File: src/rtl/ibs_pkg.sv
package ibs_pkg;

  typedef enum logic [2:0] {
    CAUSE_IRQ      = 3'd0,
    CAUSE_PERIPH   = 3'd1,
    CAUSE_NMI      = 3'd2,
    CAUSE_UBRK     = 3'd3,
    CAUSE_ADDR_ERR = 3'd4,
    CAUSE_RAM_ERR  = 3'd5,
    CAUSE_BANK_ERR = 3'd6,
    CAUSE_INSTR    = 3'd7
  } cause_e;

  typedef enum logic [1:0] {
    PATH_NONE,
    PATH_BANK,
    PATH_STACK,
    PATH_OVF
  } path_e;

endpackage

File: src/rtl/ibs_path_decide.sv
module ibs_path_decide
  import ibs_pkg::*;
(
  input  logic [2:0] cause_i,
  input  logic       bank_en_i,
  input  logic       ovf_en_i,
  input  logic       full_i,
  output path_e      path_o
);

  cause_e cause;
  logic   eligible;

  assign cause    = cause_e'(cause_i);
  assign eligible = (cause == CAUSE_IRQ) || (cause == CAUSE_PERIPH);

  always_comb begin
    if (!eligible)       path_o = PATH_NONE;
    else if (!bank_en_i) path_o = PATH_STACK;
    else if (full_i)     path_o = ovf_en_i ? PATH_OVF : PATH_STACK;
    else                 path_o = PATH_BANK;
  end

endmodule

File: src/rtl/ibs_bank_ptr.sv
module ibs_bank_ptr #(
  parameter int PTR_W = 4,
  parameter int DEPTH = 15
) (
  input  logic             clk_i,
  input  logic             rst_ni,
  input  logic             inc_i,
  input  logic             dec_i,
  output logic [PTR_W-1:0] ptr_o,
  output logic             full_o,
  output logic             empty_o
);

  logic [PTR_W-1:0] ptr_q;

  always_ff @(posedge clk_i or negedge rst_ni) begin
    if (!rst_ni)              ptr_q <= '0;
    else if (inc_i && !dec_i) ptr_q <= ptr_q + PTR_W'(1);
    else if (dec_i && !inc_i) ptr_q <= ptr_q - PTR_W'(1);
  end

  assign ptr_o   = ptr_q;
  assign full_o  = (ptr_q == PTR_W'(DEPTH));
  assign empty_o = (ptr_q == '0);

  AST_PTR_INC_NOT_FULL: assert property (@(posedge clk_i) disable iff (!rst_ni)
    inc_i |-> !full_o);
  AST_PTR_DEC_NOT_EMPTY: assert property (@(posedge clk_i) disable iff (!rst_ni)
    dec_i |-> !empty_o);

endmodule

File: src/rtl/ibs_save_seq.sv
module ibs_save_seq #(
  parameter int DATA_W = 32,
  parameter int N_REGS = 19,
  parameter int VEC_W  = 10,
  parameter int IDX_W  = 5
) (
  input  logic                     clk_i,
  input  logic                     rst_ni,
  input  logic                     start_i,
  input  logic [N_REGS*DATA_W-1:0] ctx_i,
  input  logic [VEC_W-1:0]         vec_i,
  output logic                     busy_o,
  output logic [IDX_W-1:0]         idx_o,
  output logic [DATA_W-1:0]        wdata_o,
  output logic                     last_o,
  output logic                     done_o
);

  localparam int N_WORDS = N_REGS + 1;
  localparam logic [IDX_W-1:0] LAST_IDX = IDX_W'(N_WORDS - 1);

  logic [DATA_W-1:0] words [N_WORDS];
  logic              busy_q, done_q;
  logic [IDX_W-1:0]  idx_q;

  // snapshot taken at start so the source may change during the save
  for (genvar g = 0; g < N_REGS; g++) begin : g_reg_snap
    logic [DATA_W-1:0] w_q;
    always_ff @(posedge clk_i or negedge rst_ni) begin
      if (!rst_ni)      w_q <= '0;
      else if (start_i) w_q <= ctx_i[g*DATA_W +: DATA_W];
    end
    assign words[g] = w_q;
  end

  logic [VEC_W-1:0] vec_q;
  always_ff @(posedge clk_i or negedge rst_ni) begin
    if (!rst_ni)      vec_q <= '0;
    else if (start_i) vec_q <= vec_i;
  end
  assign words[N_REGS] = {{(DATA_W-VEC_W){1'b0}}, vec_q};

  assign last_o = busy_q && (idx_q == LAST_IDX);

  always_ff @(posedge clk_i or negedge rst_ni) begin
    if (!rst_ni) begin
      busy_q <= 1'b0;
      idx_q  <= '0;
      done_q <= 1'b0;
    end else begin
      done_q <= last_o;
      if (start_i) begin
        busy_q <= 1'b1;
        idx_q  <= '0;
      end else if (busy_q) begin
        if (last_o) busy_q <= 1'b0;
        else        idx_q  <= idx_q + IDX_W'(1);
      end
    end
  end

  assign busy_o  = busy_q;
  assign idx_o   = idx_q;
  assign wdata_o = words[idx_q];
  assign done_o  = done_q;

  AST_SEQ_START_IDLE: assert property (@(posedge clk_i) disable iff (!rst_ni)
    start_i |-> !busy_o);

endmodule

File: src/rtl/irq_bank_save_ctrl.sv
module irq_bank_save_ctrl
  import ibs_pkg::*;
#(
  parameter int DATA_W = 32,
  parameter int N_REGS = 19,
  parameter int VEC_W  = 10,
  parameter int DEPTH  = 15,
  parameter int PTR_W  = $clog2(DEPTH + 1),
  parameter int IDX_W  = $clog2(N_REGS + 1)
) (
  input  logic                     clk_i,
  input  logic                     rst_ni,
  input  logic                     accept_i,
  input  logic [2:0]               cause_i,
  input  logic [VEC_W-1:0]         vec_off_i,
  input  logic                     bank_en_i,
  input  logic                     ovf_exc_en_i,
  input  logic [N_REGS*DATA_W-1:0] ctx_i,
  input  logic                     restore_ack_i,
  output logic                     busy_o,
  output logic                     bank_we_o,
  output logic [PTR_W-1:0]         bank_ptr_o,
  output logic [IDX_W-1:0]         bank_idx_o,
  output logic [DATA_W-1:0]        bank_wdata_o,
  output logic                     done_o,
  output logic                     sr_pc_save_o,
  output logic                     stack_ctx_o,
  output logic                     ovf_exc_o
);

  localparam logic [IDX_W-1:0] LAST_IDX = IDX_W'(N_REGS);

  path_e path;
  logic  busy, go, start, last, full, empty, dec;
  logic  sr_pc_q, stack_q, ovf_q;

  assign go    = accept_i && !busy;
  assign start = go && (path == PATH_BANK);
  assign dec   = restore_ack_i && !busy && !accept_i && !empty;

  ibs_path_decide u_decide (
    .cause_i  (cause_i),
    .bank_en_i(bank_en_i),
    .ovf_en_i (ovf_exc_en_i),
    .full_i   (full),
    .path_o   (path)
  );

  ibs_bank_ptr #(.PTR_W(PTR_W), .DEPTH(DEPTH)) u_ptr (
    .clk_i  (clk_i),
    .rst_ni (rst_ni),
    .inc_i  (last),
    .dec_i  (dec),
    .ptr_o  (bank_ptr_o),
    .full_o (full),
    .empty_o(empty)
  );

  ibs_save_seq #(.DATA_W(DATA_W), .N_REGS(N_REGS), .VEC_W(VEC_W), .IDX_W(IDX_W)) u_seq (
    .clk_i  (clk_i),
    .rst_ni (rst_ni),
    .start_i(start),
    .ctx_i  (ctx_i),
    .vec_i  (vec_off_i),
    .busy_o (busy),
    .idx_o  (bank_idx_o),
    .wdata_o(bank_wdata_o),
    .last_o (last),
    .done_o (done_o)
  );

  always_ff @(posedge clk_i or negedge rst_ni) begin
    if (!rst_ni) begin
      sr_pc_q <= 1'b0;
      stack_q <= 1'b0;
      ovf_q   <= 1'b0;
    end else begin
      sr_pc_q <= go;
      stack_q <= go && (path == PATH_STACK);
      ovf_q   <= go && (path == PATH_OVF);
    end
  end

  assign busy_o       = busy;
  assign bank_we_o    = busy;
  assign sr_pc_save_o = sr_pc_q;
  assign stack_ctx_o  = stack_q;
  assign ovf_exc_o    = ovf_q;

  AST_INELIGIBLE_NO_BANK: assert property (@(posedge clk_i) disable iff (!rst_ni)
    (accept_i && !busy_o && cause_i > 3'd1) |=> (!bank_we_o && !stack_ctx_o));
  AST_SR_PC_ON_ACCEPT: assert property (@(posedge clk_i) disable iff (!rst_ni)
    (accept_i && !busy_o) |=> sr_pc_save_o);
  AST_STACK_PTR_STABLE: assert property (@(posedge clk_i) disable iff (!rst_ni)
    stack_ctx_o |-> ($stable(bank_ptr_o) && !bank_we_o));
  AST_WORDS_CONTIGUOUS: assert property (@(posedge clk_i) disable iff (!rst_ni)
    (bank_we_o && bank_idx_o != LAST_IDX) |=>
      (bank_we_o && bank_idx_o == $past(bank_idx_o) + IDX_W'(1)));
  AST_DONE_AFTER_LAST: assert property (@(posedge clk_i) disable iff (!rst_ni)
    (bank_we_o && bank_idx_o == LAST_IDX) |=>
      (done_o && bank_ptr_o == $past(bank_ptr_o) + PTR_W'(1)));
  AST_ONE_OUTCOME: assert property (@(posedge clk_i) disable iff (!rst_ni)
    $onehot0({stack_ctx_o, ovf_exc_o, done_o}));
  AST_OVF_ONLY_FULL: assert property (@(posedge clk_i) disable iff (!rst_ni)
    ovf_exc_o |-> (bank_ptr_o == PTR_W'(DEPTH) && !bank_we_o));
  AST_RESTORE_IGNORED_BUSY: assert property (@(posedge clk_i) disable iff (!rst_ni)
    (busy_o && restore_ack_i && bank_idx_o != LAST_IDX) |=> $stable(bank_ptr_o));
  AST_ACCEPT_IGNORED_BUSY: assert property (@(posedge clk_i) disable iff (!rst_ni)
    (accept_i && busy_o) |=> (!sr_pc_save_o && !ovf_exc_o));

endmodule

File: config.mk
export PLATFORM = sky130hd
export DESIGN_NAME = irq_bank_save_ctrl
export DESIGN_NICKNAME = d
export VERILOG_FILES = /design/src/rtl/ibs_pkg.sv /design/src/rtl/ibs_path_decide.sv /design/src/rtl/ibs_bank_ptr.sv /design/src/rtl/ibs_save_seq.sv /design/src/rtl/irq_bank_save_ctrl.sv
export SDC_FILE = /design/constraint.sdc
export NUM_CORES = 2
export LEC_CHECK = 0
export CAP_MARGIN = 15
export CORE_AREA = 2 2 264 266
export DETAILED_ROUTE_END_ITERATION = 12
export DIE_AREA = 0 0 266 268
export PLACE_DENSITY = 0.77
export SLEW_MARGIN = 15
export SYNTH_ARGS = -nofsm -noshare
export SYNTH_HDL_FRONTEND = slang
export SYNTH_SLANG_ARGS = --single-unit
File: constraint.sdc
create_clock -name clk_i -period 6 [get_ports clk_i]
set_clock_uncertainty 0.1 [all_clocks]
set_input_delay 1.2 -clock clk_i [delete_from_list [all_inputs] [get_ports clk_i]]
set_output_delay 1.2 -clock clk_i [all_outputs]
set_load 0.05 [all_outputs]
### Word level (Yosys, flattened, before mapping)

Index checks and enable logic that the tools add are counted.

| word-level totals | value |
|---|---|
| flip-flop bits (word level) | 632 |
| latch bits | 0 |
| bits in writable memories | 0 |
| memory bits (read-only) | 0 |
| output and inout bits | 47 |
| memories kept | 0 |

| cells by class | value |
|---|---|
| $add $sub $neg | 3 |
| multiply operators | 0 |
| div/mod/pow operators | 0 |
| magnitude comparators | 1 |
| equal/unequal tests | 7 |
| shift-type cells | 0 |
| mux-type cells | 15 |
| bitwise gates (word level) | 1 |
| reduce and logical (&&, ||, !) cells | 21 |

Operator list:

| cell | number |
|---|---|
| binary-select mux 32 bit (select 5 bit) | 1 |
| 2-to-1 mux 32 bit | 2 |
| 2-to-1 mux 5 bit | 3 |
| logical AND 1 bit | 10 |
| 2-to-1 mux 4 bit | 2 |
| >= comparator 6 bit, second input constant | 1 |
| 2-to-1 mux 2 bit | 3 |
| inverter 5 -> 6 bit | 1 |
| adder 5 x 1 -> 5 bit, second input constant | 1 |
| equality test 5 bit, second input constant | 1 |
| logical NOT 1 bit | 5 |
| adder 4 x 1 -> 4 bit, second input constant | 1 |
| equality test 2 bit, second input constant | 2 |
| equality test 4 bit, second input constant | 1 |
| logical NOT 4 bit | 1 |
| 2-to-1 mux 1 bit | 4 |
| nonzero test 2 bit | 2 |
| subtractor 4 x 1 -> 4 bit, second input constant | 1 |
| equality test 3 x 1 -> 1 bit, second input constant | 1 |
| logical NOT 3 bit | 1 |
| equality test 2 x 1 -> 1 bit, second input constant | 1 |
| != test 2 bit, second input constant | 1 |
| AND reduction 2 bit | 1 |
| logical OR 1 bit | 1 |

### Logic depth before layout (Yosys ltp)

| depth | value |
|---|---|
| word-level depth | 8 |
| depth in mapped cells | 10 |
| mapped depth without buffers | 9 |

### Cells and area by module

Synthesis repeated with hierarchy kept, for this count alone.

| unflattened totals | value |
|---|---|
| cells, all modules | 1890 |
| area, all modules | 28627.5 µm² |

Modules (own cells, without submodules):

| module | instances | cells an instance | area an instance (µm²) |
|---|---|---|---|
| ibs_save_seq | 1 | 1846 | 28130.7 |
| ibs_bank_ptr | 1 | 31 | 322.8 |
| irq_bank_save_ctrl | 1 | 9 | 142.6 |
| ibs_path_decide | 1 | 4 | 31.3 |

### Least setup slack after synthesis

OpenSTA, ideal clock, no wires.

| timing | value |
|---|---|
| path kind | register -> output |
| start | register u_seq.idx_q[0] (netlist: u_seq.idx_o[0]) |
| end | output port bank_wdata_o[10] |
| arrival | 2.483 ns |
| data required time | 4.700 ns |
| setup slack | 2.217 ns |
| stages on the path, launching flop included | 8 |
| path buffers | 3 |
| cell sequence | dfrtp_1 buf_2 buf_2 buf_2 mux2i_1 nor2_1 a21oi_1 o221ai_1 |

| on the way | value |
|---|---|
| word-level cells in the longest chain between the ends | 4 |

RTL lines:

| what | RTL line | source |
|---|---|---|
| from (decl) | ibs_save_seq.sv:24 | `logic [IDX_W-1:0] idx_q;` |
| from (signal assigned) | ibs_save_seq.sv:57 | `else idx_q <= idx_q + IDX_W'(1);` |
| inverter 5 -> 6 bit (not written as such) | ibs_save_seq.sv:64 | `assign wdata_o = words[idx_q];` |
| binary-select mux 32 bit (select 5 bit) | ibs_save_seq.sv:64 |  |
| 2-to-1 mux 32 bit (not written as such) (2 in series) | ibs_save_seq.sv:64 |  |
| to (decl) | irq_bank_save_ctrl.sv:24 | `output logic [DATA_W-1:0] bank_wdata_o,` |

Every way passes these cells. The select of a mux whose other input is x is not followed.

### Worst setup path after layout

| timing | value |
|---|---|
| start | register u_seq.idx_q[0] (netlist: u_seq.idx_o[0]) |
| end | output port bank_wdata_o[17] |

The elaborated chain is that of the path after synthesis.

==> key figures <==
Run status
  – Outcome: finished clean

Critical path
  – Worst EP arrival: 4160 ps
  – Peak per-stage delay on the critical path: 940 ps
  – Cell at the slowest stage of the critical path: dfrtp_4
  – Crit Path Max Fanout: 38
  – Crit Path Category: flop to output port
  – Startpoint Class: flop
  – Worst r2r path cells: 10
  – CP Capture Type: output port
  – CP required: 4700 ps
  – CP cell instances: buf_4 > mux4_2 > mux2i_1 > o221ai_1 > clkdlybuf4s50_1

Floorplan
  – FP Rows: 96
  – Starting density of the core: 42.3%
  – CORE AREA: 0.0682 mm^2
  – Die height: 268 um
  – Io pins: 674
  – Die ar.: 0.0713 mm^2
  – Die W: 266 um

Worst hold path
  – Hold Crit Class: flop to flop
  – WHS Path Cells: 1

GRT
  – Largest net degree at the start of global routing: 169
  – Gr usage total: 24.7%
  – Total congestion overflow: 0
  – Initial antenna violation count: 38
  – First-pass GRT wire length: 130 mm
  – Vias in the first global route: 20800

Synthesis
  – XOR/XNOR Fraction of Synth Area: 0.212%
  – Ys Warns: 0
  – Flops & latches, synth: 632
  – Post-Syn Area: 0.0289 mm^2
  – Post-synthesis sequential area ratio: 54.7%
  – EDFF count, synth: 0
  – Syn avg cell area: 15.4 um^2
  – Async S/R FF share, synth: 100%
  – Synth Flop Type: dfrtp_1
  – Simple-Gate Fraction of Synth Area: 1.61%
  – Synth Area in Compound Gates: 3.10%
  – Number of distinct library cells after synthesis: 39
  – Syn nets: 2514
  – Multiplexer share of the synthesized area: 36.3%
  – Adder-cell share of the synthesized area: 0.243%
  – Main combinational cell family by area after synthesis: multiplexers
  – Cells after synthesis: 1882

Place
  – Setup WS pre-CTS: 1140 ps
  – Routability Congestion: 0.858
  – # port buffers: 672
  – DP HPWL: 66.1 mm

Clock tree
  – Hold bufs inserted after CTS: 0
  – Sink Count: 632
  – TritonCTS buffer count: 70
  – Post-CTS Setup Bufs: 0
  – Root buffer cell: clkbuf_16
  – Longest Clk Path Bufs: 3
  – H-tree depth: 3
  – CTS tree: yes
  – Post-cts sizing count: 0
  – Clock Pin Slew Worst Setup and Hold Paths: 60 ps
  – Skew-Pair Late Insertion Delay: 600 ps

Routing
  – DRT iter0 DRCs: 1082
  – DRC: 0
  – Drt wl/cell: 25.7 um
  – TritonRoute pass-1 iters: 5
  – Final ANT Viol Nets: 0
  – Vias: 18800
  – WL final: 89.6 mm
  – Drt via density: 5.40

Timing
  – Worst Hold Slack: 384 ps
  – RSZ-0062 raised after global routing: false
  – Final TNS setup: 0 ps
  – Rel. slew slack: 18.2%
  – Slew Viols, Final: 0
  – Period utilisation layout: 91.1%
  – Hold Vio Cnt, Final: 0
  – Achievable Freq: 0.183 GHz
  – Worst slew pin tran: 1230 ps
  – Worst setup margin: 535 ps
  – Final min period: 5460 ps
  – Final setup violation count: 0

Layout
  – Fillcell total: 5448
  – Reg area: 0.0158 mm^2
  – Area of the multi-input gates: 0.0120 mm^2
  – Nets@finish: 3153
  – Layout cells sized above 1: 21.3%
  – Area Overhead vs Synth: 33.2%

Job
  – Maximum Capacitance Violations: 0

Power
  – Worst vdd ir: 0.295 mV
  – Power Total: 0.0199 W
  – Pleak: 16.3 nW
  – PD cells: 518 mW/mm^2
## per-layer routing
metal  vias up  global-route usage [%]  share of wire, %
li1       8275                       -                 -
met1      9689                    29.5                39
met2       667                    40.7                49
met3       185                    8.56               8.8
met4        24                    10.5               3.3
met5         -                       0              0.18
## flip-flops by register name, summed over array words and instances (netlist names), 4 cells and up
name / cells
u_ptr.ptr_o: 4
u_seq.g_reg_snap.w_q: 608
u_seq.idx_o: 5
u_seq.vec_q: 10
## cell usage after synthesis, drive strengths merged (6+ instances only)
cell type | number | area [um^2]
dfrtp | 632 | 15800
mux2 | 620 | 6980
mux2i | 183 | 1830
buf | 101 | 958
mux4 | 74 | 1670
a22oi | 64 | 480
clkbuf | 37 | 139
nand3 | 33 | 165
nor2 | 32 | 120
a21oi | 24 | 120
o221ai | 22 | 193
nand2 | 16 | 60.1
o211ai | 10 | 75.1
nor2b | 6 | 45.0
## cell type report
type	count	area share (%)
clock inverter	19	0.637
timing repair buffer	705	18.5
antenna	33	0.215
multi-input combinational	1110	31.2
sequential	632	41.1
clock buffer	106	5.43
inverter	2	0.0195
tap	882	2.87
## worst paths after layout
check / from / end / slack, ps
worst max-delay path: u_seq.idx_o[0] / bank_wdata_o[17] / 540
worst min-delay path: u_seq.g_reg_snap[17].w_q[28] / u_seq.g_reg_snap[17].w_q[28] / 380
worst max register to register: u_seq.idx_o[2] / u_ptr.ptr_o[3] / 2190
worst min register to register: u_seq.g_reg_snap[17].w_q[28] / u_seq.g_reg_snap[17].w_q[28] / 380
max in group asynchronous: rst_ni / u_seq.g_reg_snap[0].w_q[15] / 3880
min in group asynchronous: rst_ni / u_seq.g_reg_snap[8].w_q[9] / 580
## power breakdown
part	switching (W)	internal [W]
clock	0.00180	0.00256
sequential	0.00117	0.00608
combinational	0.00449	0.00384
total	0.00746	0.0125
## critical path, delay by kind of cell (launching register included)
family,cells,cell delay (ps)
mux,2,1170
buf+inv,2,1120
compound gates,1,270
flops,1,940
## through the flow
step           area [um^2]  cells  util, %
5_1_grt              38500   3481     56.4
3_5_place_dp         36100   3331     52.9
4_1_cts              38400   3456     56.3
3_3_place_gp         36100   3331     52.9
6_report             38500   3489     56.4
2_1_floorplan        28900   1882        -
## cells in the final DEF, fill, tap and decap left out, types with 21 or more instances in the layout
cell and n:
o221ai_1 22, nor2_1 31, clkdlybuf4s50_1 671, diode_2 33
a21oi_1 24, mux2_1 302, dfrtp_1 629, clkbuf_16 72
mux2i_1 183, mux4_2 74, mux2_2 318, buf_4 21
a22oi_1 64, nand3_1 33
## cells by family after synthesis
logic type	Yosys count
AOI/OAI and AO/OA	124
adders and majority gates	5
muxes	877
buffers and inverters	140
xor gates and xnor gates	7
and+or+nand+nor	97
DFF	632
Note: power is estimated with default switching activity, not from simulation.
